===== config.mk =====
export PLATFORM = sky130hd
export DESIGN_NAME = bm_ctrl
export DESIGN_NICKNAME = d
export VERILOG_FILES = /design/src/rtl/bm_pkg.sv /design/src/rtl/bm_arc_table.sv /design/src/rtl/bm_edge_tracker.sv /design/src/rtl/bm_burst_judge.sv /design/src/rtl/bm_ctrl.sv
export SDC_FILE = /design/constraint.sdc
export NUM_CORES = 1
export LEC_CHECK = 0
export BUFFER_PORTS_ARGS = -buffer_cell sky130_fd_sc_hd__buf_4
export CAP_MARGIN = 40
export CORE_ASPECT_RATIO = 1.4
export CORE_UTILIZATION = 34
export CTS_BUF_LIST = sky130_fd_sc_hd__clkbuf_8
export CTS_CLUSTER_SIZE = 20
export DETAILED_ROUTE_END_ITERATION = 8
export PLACE_DENSITY = 0.58
export SETUP_SLACK_MARGIN = 0.05
export SYNTH_ARGS = -nofsm -noshare
export SYNTH_HDL_FRONTEND = slang
export SYNTH_SLANG_ARGS = --single-unit

===== constraint.sdc =====
create_clock -name clk -period 3.11 [get_ports clk]
set_clock_uncertainty 0.15 [all_clocks]
set_input_delay 0.311 -clock clk [delete_from_list [all_inputs] [get_ports clk]]
set_output_delay 0.311 -clock clk [all_outputs]
set_load 0.05 [all_outputs]

===== src/rtl/bm_pkg.sv =====
package bm_pkg;
    localparam int NIN  = 3;   // inputs, A is the MSB
    localparam int NOUT = 2;   // outputs, Y is the MSB
    localparam int NARC = 2;   // arc slots per state

    localparam logic [NIN-1:0]  RESET_ABC = 3'b000;
    localparam logic [NOUT-1:0] RESET_YZ  = 2'b01;

    typedef enum logic [2:0] {
        ST0 = 3'd0, ST1 = 3'd1, ST2 = 3'd2,
        ST3 = 3'd3, ST4 = 3'd4, ST5 = 3'd5
    } bm_state_e;

    typedef struct packed {
        logic            valid;
        logic [NIN-1:0]  mask;   // inputs that toggle in this burst
        bm_state_e       nxt;
        logic [NOUT-1:0] yz;     // output values after the burst
    } bm_arc_t;
endpackage


===== src/rtl/bm_arc_table.sv =====
module bm_arc_table
    import bm_pkg::*;
#(
    parameter int ARCS = NARC
) (
    input  bm_state_e              state,
    output bm_arc_t [ARCS-1:0]     arcs
);
    always_comb begin
        arcs = '0;
        unique case (state)
            ST0: begin
                arcs[0] = '{valid: 1'b1, mask: 3'b101, nxt: ST1, yz: 2'b00};
                arcs[1] = '{valid: 1'b1, mask: 3'b110, nxt: ST3, yz: 2'b10};
            end
            ST1: arcs[0] = '{valid: 1'b1, mask: 3'b001, nxt: ST2, yz: 2'b01};
            ST2: arcs[0] = '{valid: 1'b1, mask: 3'b001, nxt: ST4, yz: 2'b11};
            ST3: arcs[0] = '{valid: 1'b1, mask: 3'b011, nxt: ST4, yz: 2'b11};
            ST4: arcs[0] = '{valid: 1'b1, mask: 3'b100, nxt: ST5, yz: 2'b01};
            ST5: arcs[0] = '{valid: 1'b1, mask: 3'b001, nxt: ST0, yz: 2'b01};
            default: arcs = '0;
        endcase
    end
endmodule


===== src/rtl/bm_edge_tracker.sv =====
module bm_edge_tracker
    import bm_pkg::*;
#(
    parameter int W = NIN
) (
    input  logic         clk,
    input  logic         rst_n,
    input  logic [W-1:0] in_v,
    input  logic         go,
    input  logic         hold,
    output logic [W-1:0] diff,
    output logic [W-1:0] seen,
    output logic [W-1:0] base,
    output logic         settle
);
    logic [W-1:0] base_q, seen_q;
    logic         settle_q;

    always_ff @(posedge clk) begin
        if (!rst_n) begin
            base_q   <= RESET_ABC;
            seen_q   <= '0;
            settle_q <= 1'b0;
        end else if (!hold) begin
            settle_q <= go;
            if (go) begin
                base_q <= in_v;
                seen_q <= '0;
            end else begin
                seen_q <= seen_q | diff;
            end
        end
    end

    assign diff   = in_v ^ base_q;
    assign seen   = seen_q;
    assign base   = base_q;
    assign settle = settle_q;
endmodule


===== src/rtl/bm_burst_judge.sv =====
module bm_burst_judge
    import bm_pkg::*;
#(
    parameter int ARCS = NARC,
    parameter int W    = NIN
) (
    input  bm_arc_t [ARCS-1:0] arcs,
    input  logic [W-1:0]       diff,
    input  logic [W-1:0]       seen,
    input  logic               settle,
    output logic               viol,
    output logic               fire,
    output bm_state_e          nxt,
    output logic [NOUT-1:0]    yz_nx
);
    logic [ARCS-1:0] fits, done;

    for (genvar i = 0; i < ARCS; i++) begin : g_arc
        assign fits[i] = arcs[i].valid && ((diff & ~arcs[i].mask) == '0);
        assign done[i] = arcs[i].valid && (diff == arcs[i].mask);
    end

    always_comb begin
        viol = (settle && (diff != '0))
            || ((diff != '0) && (fits == '0))
            || ((seen & ~diff) != '0);
        fire  = !viol && (done != '0);
        nxt   = arcs[0].nxt;
        yz_nx = arcs[0].yz;
        for (int i = ARCS - 1; i >= 0; i--) begin
            if (done[i]) begin
                nxt   = arcs[i].nxt;
                yz_nx = arcs[i].yz;
            end
        end
    end
endmodule


===== src/rtl/bm_ctrl.sv =====
module bm_ctrl
    import bm_pkg::*;
(
    input  logic clk,
    input  logic rst_n,
    input  logic a_i,
    input  logic b_i,
    input  logic c_i,
    output logic y_o,
    output logic z_o,
    output logic err_o
);
    logic [NIN-1:0]      abc;
    logic [NIN-1:0]      diff, seen, base_w;
    logic                settle_w, viol, fire, go, err_q;
    logic [NOUT-1:0]     yz_q, yz_nx;
    bm_state_e           state_q, nxt;
    bm_arc_t [NARC-1:0]  arcs;

    assign abc = {a_i, b_i, c_i};
    assign go  = fire && !err_q;

    bm_arc_table #(.ARCS(NARC)) u_tbl (
        .state (state_q),
        .arcs  (arcs)
    );

    bm_edge_tracker #(.W(NIN)) u_trk (
        .clk    (clk),
        .rst_n  (rst_n),
        .in_v   (abc),
        .go     (go),
        .hold   (err_q),
        .diff   (diff),
        .seen   (seen),
        .base   (base_w),
        .settle (settle_w)
    );

    bm_burst_judge #(.ARCS(NARC), .W(NIN)) u_jdg (
        .arcs   (arcs),
        .diff   (diff),
        .seen   (seen),
        .settle (settle_w),
        .viol   (viol),
        .fire   (fire),
        .nxt    (nxt),
        .yz_nx  (yz_nx)
    );

    // state register
    always_ff @(posedge clk) begin
        if (!rst_n)  state_q <= ST0;
        else if (go) state_q <= nxt;
    end

    // output and error registers
    always_ff @(posedge clk) begin
        if (!rst_n) begin
            yz_q  <= RESET_YZ;
            err_q <= 1'b0;
        end else begin
            if (go)   yz_q  <= yz_nx;
            if (viol) err_q <= 1'b1;
        end
    end

    assign y_o   = yz_q[1];
    assign z_o   = yz_q[0];
    assign err_o = err_q;
endmodule


==> run metrics, run 1 <==
CTS buffer count 3; flops & latches, synth 13; # IOs 8; post_cts resized 0; GPL Wtd Cong 0.734; per-cell routed wire length 13.5 um; CTS tree yes; ant diodes 0; initial antenna violation count 0; Core Area 0.00182 sq mm; Worst-Skew Late Latency 0.25 ns; NetSw 267 uW; Synth-to-Final Area Change 17.4%; num rows 18; status finished clean; max cap viols 0; Post-CTS Setup Bufs 0; fillers 178; PnR worst setup slack 0.559 ns; switching part of the total 0.403; Synth warnings 0; Critical Path AT 2.59 ns; Post-synth top cells 13 x dfxtp_1, 9 x nor2_1, 7 x nand2_1; Reg-to-Reg Start u_trk.base[1]; chip height 55.1 um; Final #Nets 97; fin area 803 sq um; hold path depth 3; area of the multi-input gates 405 sq um; Buffers on Ports 7; reg2reg setup slack 0.56 ns; Mapped Nets 86; Max Slew Vio Count 0; Longest Clk Path Bufs 2; Vias/cell 5.59; Hold Path Sink u_trk.base[2]; RSZ-0062 raised after global routing no; fin cells 108; share of layout cells above drive strength 1 0.216; htree depth 1; Worst Min Path Start a_i; Mapped Cells 78; top area cells in the synthesized netlist dfxtp_1 38%, ha_1 5.5%, nor2_1 4.9%; syn avg cell area 8.77 sq um; Peak VDD IR 0.362 mV; count leader, synth dfxtp_1; post-synthesis async set-or-reset flop share 0; setup violators final 0; gr usage total 0.172; library cells used by synthesis 34; FF/Latch Area 260 sq um; die area 0.00220 sq mm; Critical Path Start u_trk.base[1]; Clock Sinks 13; gr ovfl total 0; number of global-route vias before repair 618; Worst setup SP type register; worst slew pin tran 0.610 ns; CP Max Fanout 6; Comb power frac 0.422; DRT Pass-1 Iters 4; Reg clk slew, reported paths 0.06 ns; Reg power frac 0.352; Int Pwr 395 uW; placed cell count 104; setup_tns 0 ns; # hold bufs at CTS 0; Final Power 661 uW; Layout Utilization 0.440; R2R depth 8; crit end category register; final hold violations 0; Detailed Place HPWL 1080 um; number of flops mapped to enable cells by yosys 0; achievable frequency 0.392 GHz; vias 604; DR iter-0 viols 13; placed cell area 758 sq um; largest net degree at the start of global routing 10; Clock Root Buffer clkbuf_8; first-pass GRT wire length 2510 um; Place WS 0.463 ns; Post-route DRC 0; Required @ worst endpoint 3.15 ns; ANT nets after route 0; leakage power 0.325 nW; cell accounting for the most synthesized area dfxtp_1; Hold Crit Class in2reg; R2R Path End yz_q[1]; DRT Wirelength 1460 um; Max-slew headroom 0.593; Seq/Total Area, Yosys 0.380; top_reg_cell synth dfxtp_1; share of the synthesized area in the top cell type 0.380; initial core utilization 0.375; synthesized area 684 sq um; Clock Power Share 0.226; hold_ws 0.170 ns; pwr/cell area 823 mW/mm^2; Crit Path Category reg2reg; fin crit share 0.820; Period minus WS final 2.55 ns; die width 39.9 um
-- sequential cells by signal, indices dropped and copies added, names as in the netlist --
name,count
u_trk.base,3
u_trk.settle,1
yz_q,2
state_q,3
u_trk.seen,3
err_o,1
-- routing by layer --
layer,wire (um),track usage,up-vias
met2,685,0.288,11
met5,0,0,-
met3,60,0.0360,5
li1,-,-,306
met1,667,0.185,282
met4,47,0.121,0
-- critical path, stage by stage (launching register included) --
cell and delay [ns]:
dfxtp_1 0.31, xnor2_1 0.35, inv_1 0.09, ha_1 0.20, or4_4 0.50, a21oi_2 0.16, o311ai_2 0.24, nor2_4 0.27
o221a_1 0.21
-- logic make-up (layout without fill, tap and decap cells) --
logic type      Yosys count  in the layout  share of synthesized area
fa+ha+maj                 3              3                     0.0549
simple gates             35             35                      0.274
buf+inv                   5             15                     0.0274
xor+xnor                  3              3                     0.0494
flops                    13             13                      0.380
compound gates           19             19                      0.214
-- power groups by stage --
stage	sequential [mW]	clock (mW)	combinational [mW]
after detailed placement	0.236	0	0.278
after global routing	0.240	0.161	0.303
final	0.233	0.150	0.279
after floorplan	0.266	0	0.180
after global placement	0.236	0	0.274
after CTS	0.233	0.155	0.281
-- area by class of cell --
| class | instances | share of cell area |
|---|---|---|
| Tap cell | 20 | 0.0312 |
| Clock inverter | 1 | 0.00467 |
| Inverter | 4 | 0.0187 |
| Multi-Input combinational cell | 60 | 0.505 |
| Clock buffer | 3 | 0.0514 |
| Sequential cell | 13 | 0.324 |
| Timing Repair Buffer | 7 | 0.0654 |
-- placed cells by master, fill, tap and decap left out --
master and count:
a21oi_1 4, a21oi_2 1, a22oi_1 1, a32o_1 1, and2_1 2, and3_1 1
and4_1 1, buf_4 7, clkbuf_8 3, dfxtp_1 13, ha_1 3, inv_1 4
inv_2 1, nand2_1 7, nand2b_1 1, nand3_1 3, nor2_1 9, nor2_4 1
nor2b_1 1, nor3_1 3, nor3_2 1, nor4_1 1, o211ai_1 3, o21ai_0 3
o21ai_1 1, o221a_1 2, o311a_2 1, o311ai_2 1, o31ai_1 1, or2_1 1
or2_2 1, or3_1 1, or4_4 1, xnor2_1 2, xnor2_2 1
-- worst max path at each step --
| stage | cells after the start | endpoint |
|---|---|---|
| 2_1_floorplan | 8 | state_q[2] |
| 3_5_place_dp | 9 | state_q[1] |
| 5_1_grt | 8 | yz_q[1] |
| 4_1_cts | 8 | yz_q[1] |
| 3_3_place_gp | 9 | yz_q[1] |
| 6_report | 8 | yz_q[1] |
No activity file was read; power rests on OpenSTA's default activity.
==> inputs of run 2 (changes only) <==
Clock period 3.11 ns to 2.66 ns, I/O delays scaled along.
==> run 2 against run 1 <==
Compared with the run above: sequential share of layout area fell by 0.74 points; power is 20% higher; non-clock buffer count is 2 higher; die area unchanged; cell count increased by 1.9%; sequential cell count unchanged; final area up 2.3%; clock power rose by 24%; highest routed layer unchanged.
==> run metrics, run 2 (same netlist as run 1, synthesis figures left out) <==
status finished clean; initial antenna violation count 0; die width 39.9 um; Max-slew headroom 0.616; CP Max Fanout 7; Peak VDD IR 0.427 mV; Period minus WS final 2.42 ns; max cap viols 0; fillers 178; final hold violations 0; worst slew pin tran 0.576 ns; setup_tns 0 ns; fin crit share 0.910; Worst-Skew Late Latency 0.26 ns; CP max stage cell or4_4; Worst setup SP type register; Final #Nets 99; crit end category register; share of layout cells above drive strength 1 0.256; leakage power 0.332 nW; # hold bufs at CTS 0; hold_ws 0.113 ns; Synth-to-Final Area Change 20.1%; Longest Clk Path Bufs 2; Max Slew Vio Count 0; Core Area 0.00182 sq mm; Clock Root Buffer clkbuf_8; DR iter-0 viols 7; achievable frequency 0.413 GHz; num rows 18; die area 0.00220 sq mm; RSZ-0062 raised after global routing no; gr ovfl total 0; Hold Crit Class in2reg; vias 600; Crit Path Category reg2reg; per-cell routed wire length 13.5 um; pwr/cell area 964 mW/mm^2; Post-route DRC 0; initial core utilization 0.375; Critical Path AT 2.47 ns; Buffers on Ports 7; CP delay by family, top simple AND/OR/NAND/NOR gates; reg2reg setup slack 0.24 ns; gr usage total 0.171; largest net degree at the start of global routing 10; ANT nets after route 0; # IOs 8; Reg clk slew, reported paths 0.06 ns; GPL Wtd Cong 0.803; first-pass GRT wire length 2470 um; Layout Utilization 0.451; buffers and inverters on the worst path 0; Detailed Place HPWL 1140 um; chip height 55.1 um; CTS tree yes; number of global-route vias before repair 578; htree depth 1; crit-path cells nor2b_2, nand2_1, ha_1, or4_4, a21oi_2, o311ai_2, nor2_4, o221a_1; Vias/cell 5.45; CTS buffer count 3; Clock Sinks 13; DRT Wirelength 1490 um; commonest non-fill, non-tap cell in the layout dfxtp_1; ant diodes 0; delay of the slowest cell on the worst path 0.50 ns; commonest cells after routing, fill and taps aside 13 x dfxtp_1, 9 x nor2_1, 9 x buf_4; Required @ worst endpoint 2.71 ns; DRT Pass-1 Iters 4; setup violators final 0
## run 2: cell count changes in the layout (fill, tap and decap cells not counted), sizes merged
cell	delta
buf	+2
inv	-1
clkinv	+1
## run 2: power breakdown
group / switching (mW) / internal, mW / total [mW] / leakage [nW]
Combinational: 0.203 / 0.132 / 0.335 / 0.201
Clock: 0.0815 / 0.104 / 0.186 / 0.0255
Sequential: 0.0355 / 0.237 / 0.272 / 0.106
## run 2: per-stage QoR
stage          cell area [sq um]  power, mW  std cells  worst slack (ns)
3_3_place_gp                 773      0.613        106             0.143
6_report                     822      0.793        110             0.240
5_1_grt                      822      0.841        110            0.0669
3_5_place_dp                 773      0.612        106             0.184
4_1_cts                      820      0.801        110             0.163
2_1_floorplan                684      0.521         78             0.362
## run 2: worst min-delay path, stage by stage
cell	delay, ns
buf_4	0.12
nand2_1	0.05
o21ai_1	0.05
## run 2: path summary, 6_finish.rpt
path / startpoint / end / cells after the start
setup / recovery: state_q[1] / yz_q[1] / 8
hold / removal: a_i / u_trk.base[2] / 3
hold reg to reg: u_trk.seen[2] / u_trk.seen[2] / 2
setup reg to reg: state_q[1] / yz_q[1] / 8
## run 2: layer usage
metal / GRT usage / part of all wire / wire length (um)
met1: 0.189 / 0.43 / 634
met2: 0.296 / 0.51 / 761
met3: 0.0240 / 0.029 / 43
met4: 0.103 / 0.032 / 47
met5: 0 / 0 / 0
## run 2: cell type report
type	count	area [sq um]	area share
Timing Repair Buffer	9	67.6	0.0822
Multi-Input combinational cell	60	408	0.496
Tap cell	20	25.0	0.0304
Clock inverter	1	5.00	0.00609
Clock buffer	3	41.3	0.0502
Inverter	4	15.0	0.0183
Sequential cell	13	260	0.317
## run 2: repair_timing
item,4_1_cts,5_1_grt
buffers inserted,0,0
setup endpoints to repair,0,4
gates resized for setup,0,1
==> inputs of run 3 (changes only) <==
Clock period 2.66 ns to 2.5 ns, I/O delays scaled along.
==> run 3 against run 2 <==
Compared with the run above: sequential cell count stayed put; non-clock buffer count is 5 higher; cell count is 4.5% higher; sequential share of layout area is 1.6 points lower; via count is 2.7% higher; power is 13% higher; first-iteration DRC count is 71% higher; critical path depth stayed put; fmax is 1.6% higher; die area stayed put; combinational power is 24% higher.
==> run metrics, run 3 (same netlist as run 1, synthesis figures left out) <==
Core Area 0.00182 sq mm; crit end category register; DRT Wirelength 1590 um; Critical Path AT 2.36 ns; delay of the slowest cell on the worst path 0.49 ns; first-pass GRT wire length 2530 um; Crit Path Category reg2reg; Synth-to-Final Area Change 28.5%; vias 616; die width 39.9 um; number of global-route vias before repair 605; gr ovfl total 0; Detailed Place HPWL 1220 um; # hold bufs at CTS 0; setup violators final 0; crit-path cells nand2b_1, and2_1, ha_1, or4_4, a21oi_4, o311a_2, nand3_1, a32o_1; Clock Root Buffer clkbuf_8; max cap viols 0; initial antenna violation count 0; share of layout cells above drive strength 1 0.295; hold_ws 0.113 ns; ant diodes 0; Worst setup SP type register; leakage power 0.363 nW; num rows 18; Longest Clk Path Bufs 2; fin cells 115; die area 0.00220 sq mm; achievable frequency 0.420 GHz; chip height 55.1 um; Required @ worst endpoint 2.48 ns; initial core utilization 0.375; htree depth 1; Hold Crit Class in2reg; worst slew pin tran 0.403 ns; commonest non-fill, non-tap cell in the layout buf_4; CTS buffer count 3; DRT Pass-1 Iters 3; CP Max Fanout 7; GPL Wtd Cong 0.839; final hold violations 0; CP delay by family, top simple AND/OR/NAND/NOR gates; Clock Sinks 13; fin crit share 0.953; DR iter-0 viols 12; Max-slew headroom 0.731; Post-route DRC 0; Reg clk slew, reported paths 0.05 ns; # IOs 8; fillers 172; RSZ-0062 raised after global routing no; Worst-Skew Late Latency 0.25 ns; Max Slew Vio Count 0; pwr/cell area 1020 mW/mm^2; ANT nets after route 0; status finished clean; buffers and inverters on the worst path 0; setup_tns 0 ns; Peak VDD IR 0.584 mV; Buffers on Ports 7; gr usage total 0.176; commonest cells after routing, fill and taps aside 14 x buf_4, 12 x dfxtp_1, 9 x nor2_1; per-cell routed wire length 13.8 um; placed cell count 111; CTS tree yes; Final #Nets 104; CP max stage cell or4_4; Vias/cell 5.36; Period minus WS final 2.38 ns; largest net degree at the start of global routing 10; Post-CTS Setup Bufs 0
[run 3: changes by cell type in the layout (fill, tap and decap cells not counted)]
cell	change
buf_4	+5
o311ai_2	-1
inv_1	+1
dfxtp_4	+1
clkinv_2	-1
dfxtp_1	-1
a21oi_2	-1
o311ai_4	+1
a21oi_4	+1
[run 3: layout make-up]
type | instances | area, sq um | area share
clock buffer | 3 | 41.3 | 0.0469
inverter | 4 | 15.0 | 0.0171
timing repair buffer | 14 | 105 | 0.119
tap | 20 | 25.0 | 0.0284
clock inverter | 1 | 3.75 | 0.00427
multi-input combinational | 60 | 425 | 0.484
sequential | 13 | 264 | 0.300
[run 3: worst paths after layout]
path / from / end / cells past startpoint / slack, ns
setup / recovery: state_q[1] / state_q[2] / 8 / 0.12
hold / removal: a_i / u_trk.base[2] / 3 / 0.11
setup reg to reg: state_q[1] / state_q[2] / 8 / 0.12
hold reg to reg: u_trk.base[1] / u_trk.base[1] / 2 / 0.34
[run 3: report_power, final]
group	internal, mW	switching, mW	total [mW]	leakage [nW]
combinational	0.174	0.241	0.415	0.229
clock	0.109	0.0766	0.185	0.0269
sequential	0.254	0.0391	0.293	0.107
[run 3: worst register-to-register path: cells and delay by family (launching register included)]
family	cells	cell delay [ns]
compound gates	3	0.68
flops	1	0.36
fa+ha+maj	1	0.18
simple gates	4	0.89
[run 3: what timing repair did]
item | 4_1_cts | 5_1_grt
resized for setup | 1 | 4
pin swaps | 1 | 1
setup endpoints to repair | 3 | 7
[run 3: through the flow]
stage               area, sq um  setup slack, ns   util  power, mW
floorplan                   684            0.202      -      0.555
global placement            811            0.102  0.444      0.683
detailed placement          811           0.0598  0.444      0.682
CTS                         858           0.0847  0.471      0.870
global route                880           0.0629  0.482      0.946
finish                      880            0.118  0.482      0.893
[run 3: routing by layer]
| layer | global-route usage | routed length (um) | up-vias | share of wire |
|---|---|---|---|---|
| met3 | 0.0240 | 33 | 4 | 0.021 |
| met2 | 0.304 | 851 | 8 | 0.54 |
| li1 | - | - | 316 | - |
| met5 | 0 | 0 | - | 0 |
| met1 | 0.190 | 663 | 288 | 0.42 |
| met4 | 0.121 | 42 | 0 | 0.026 |
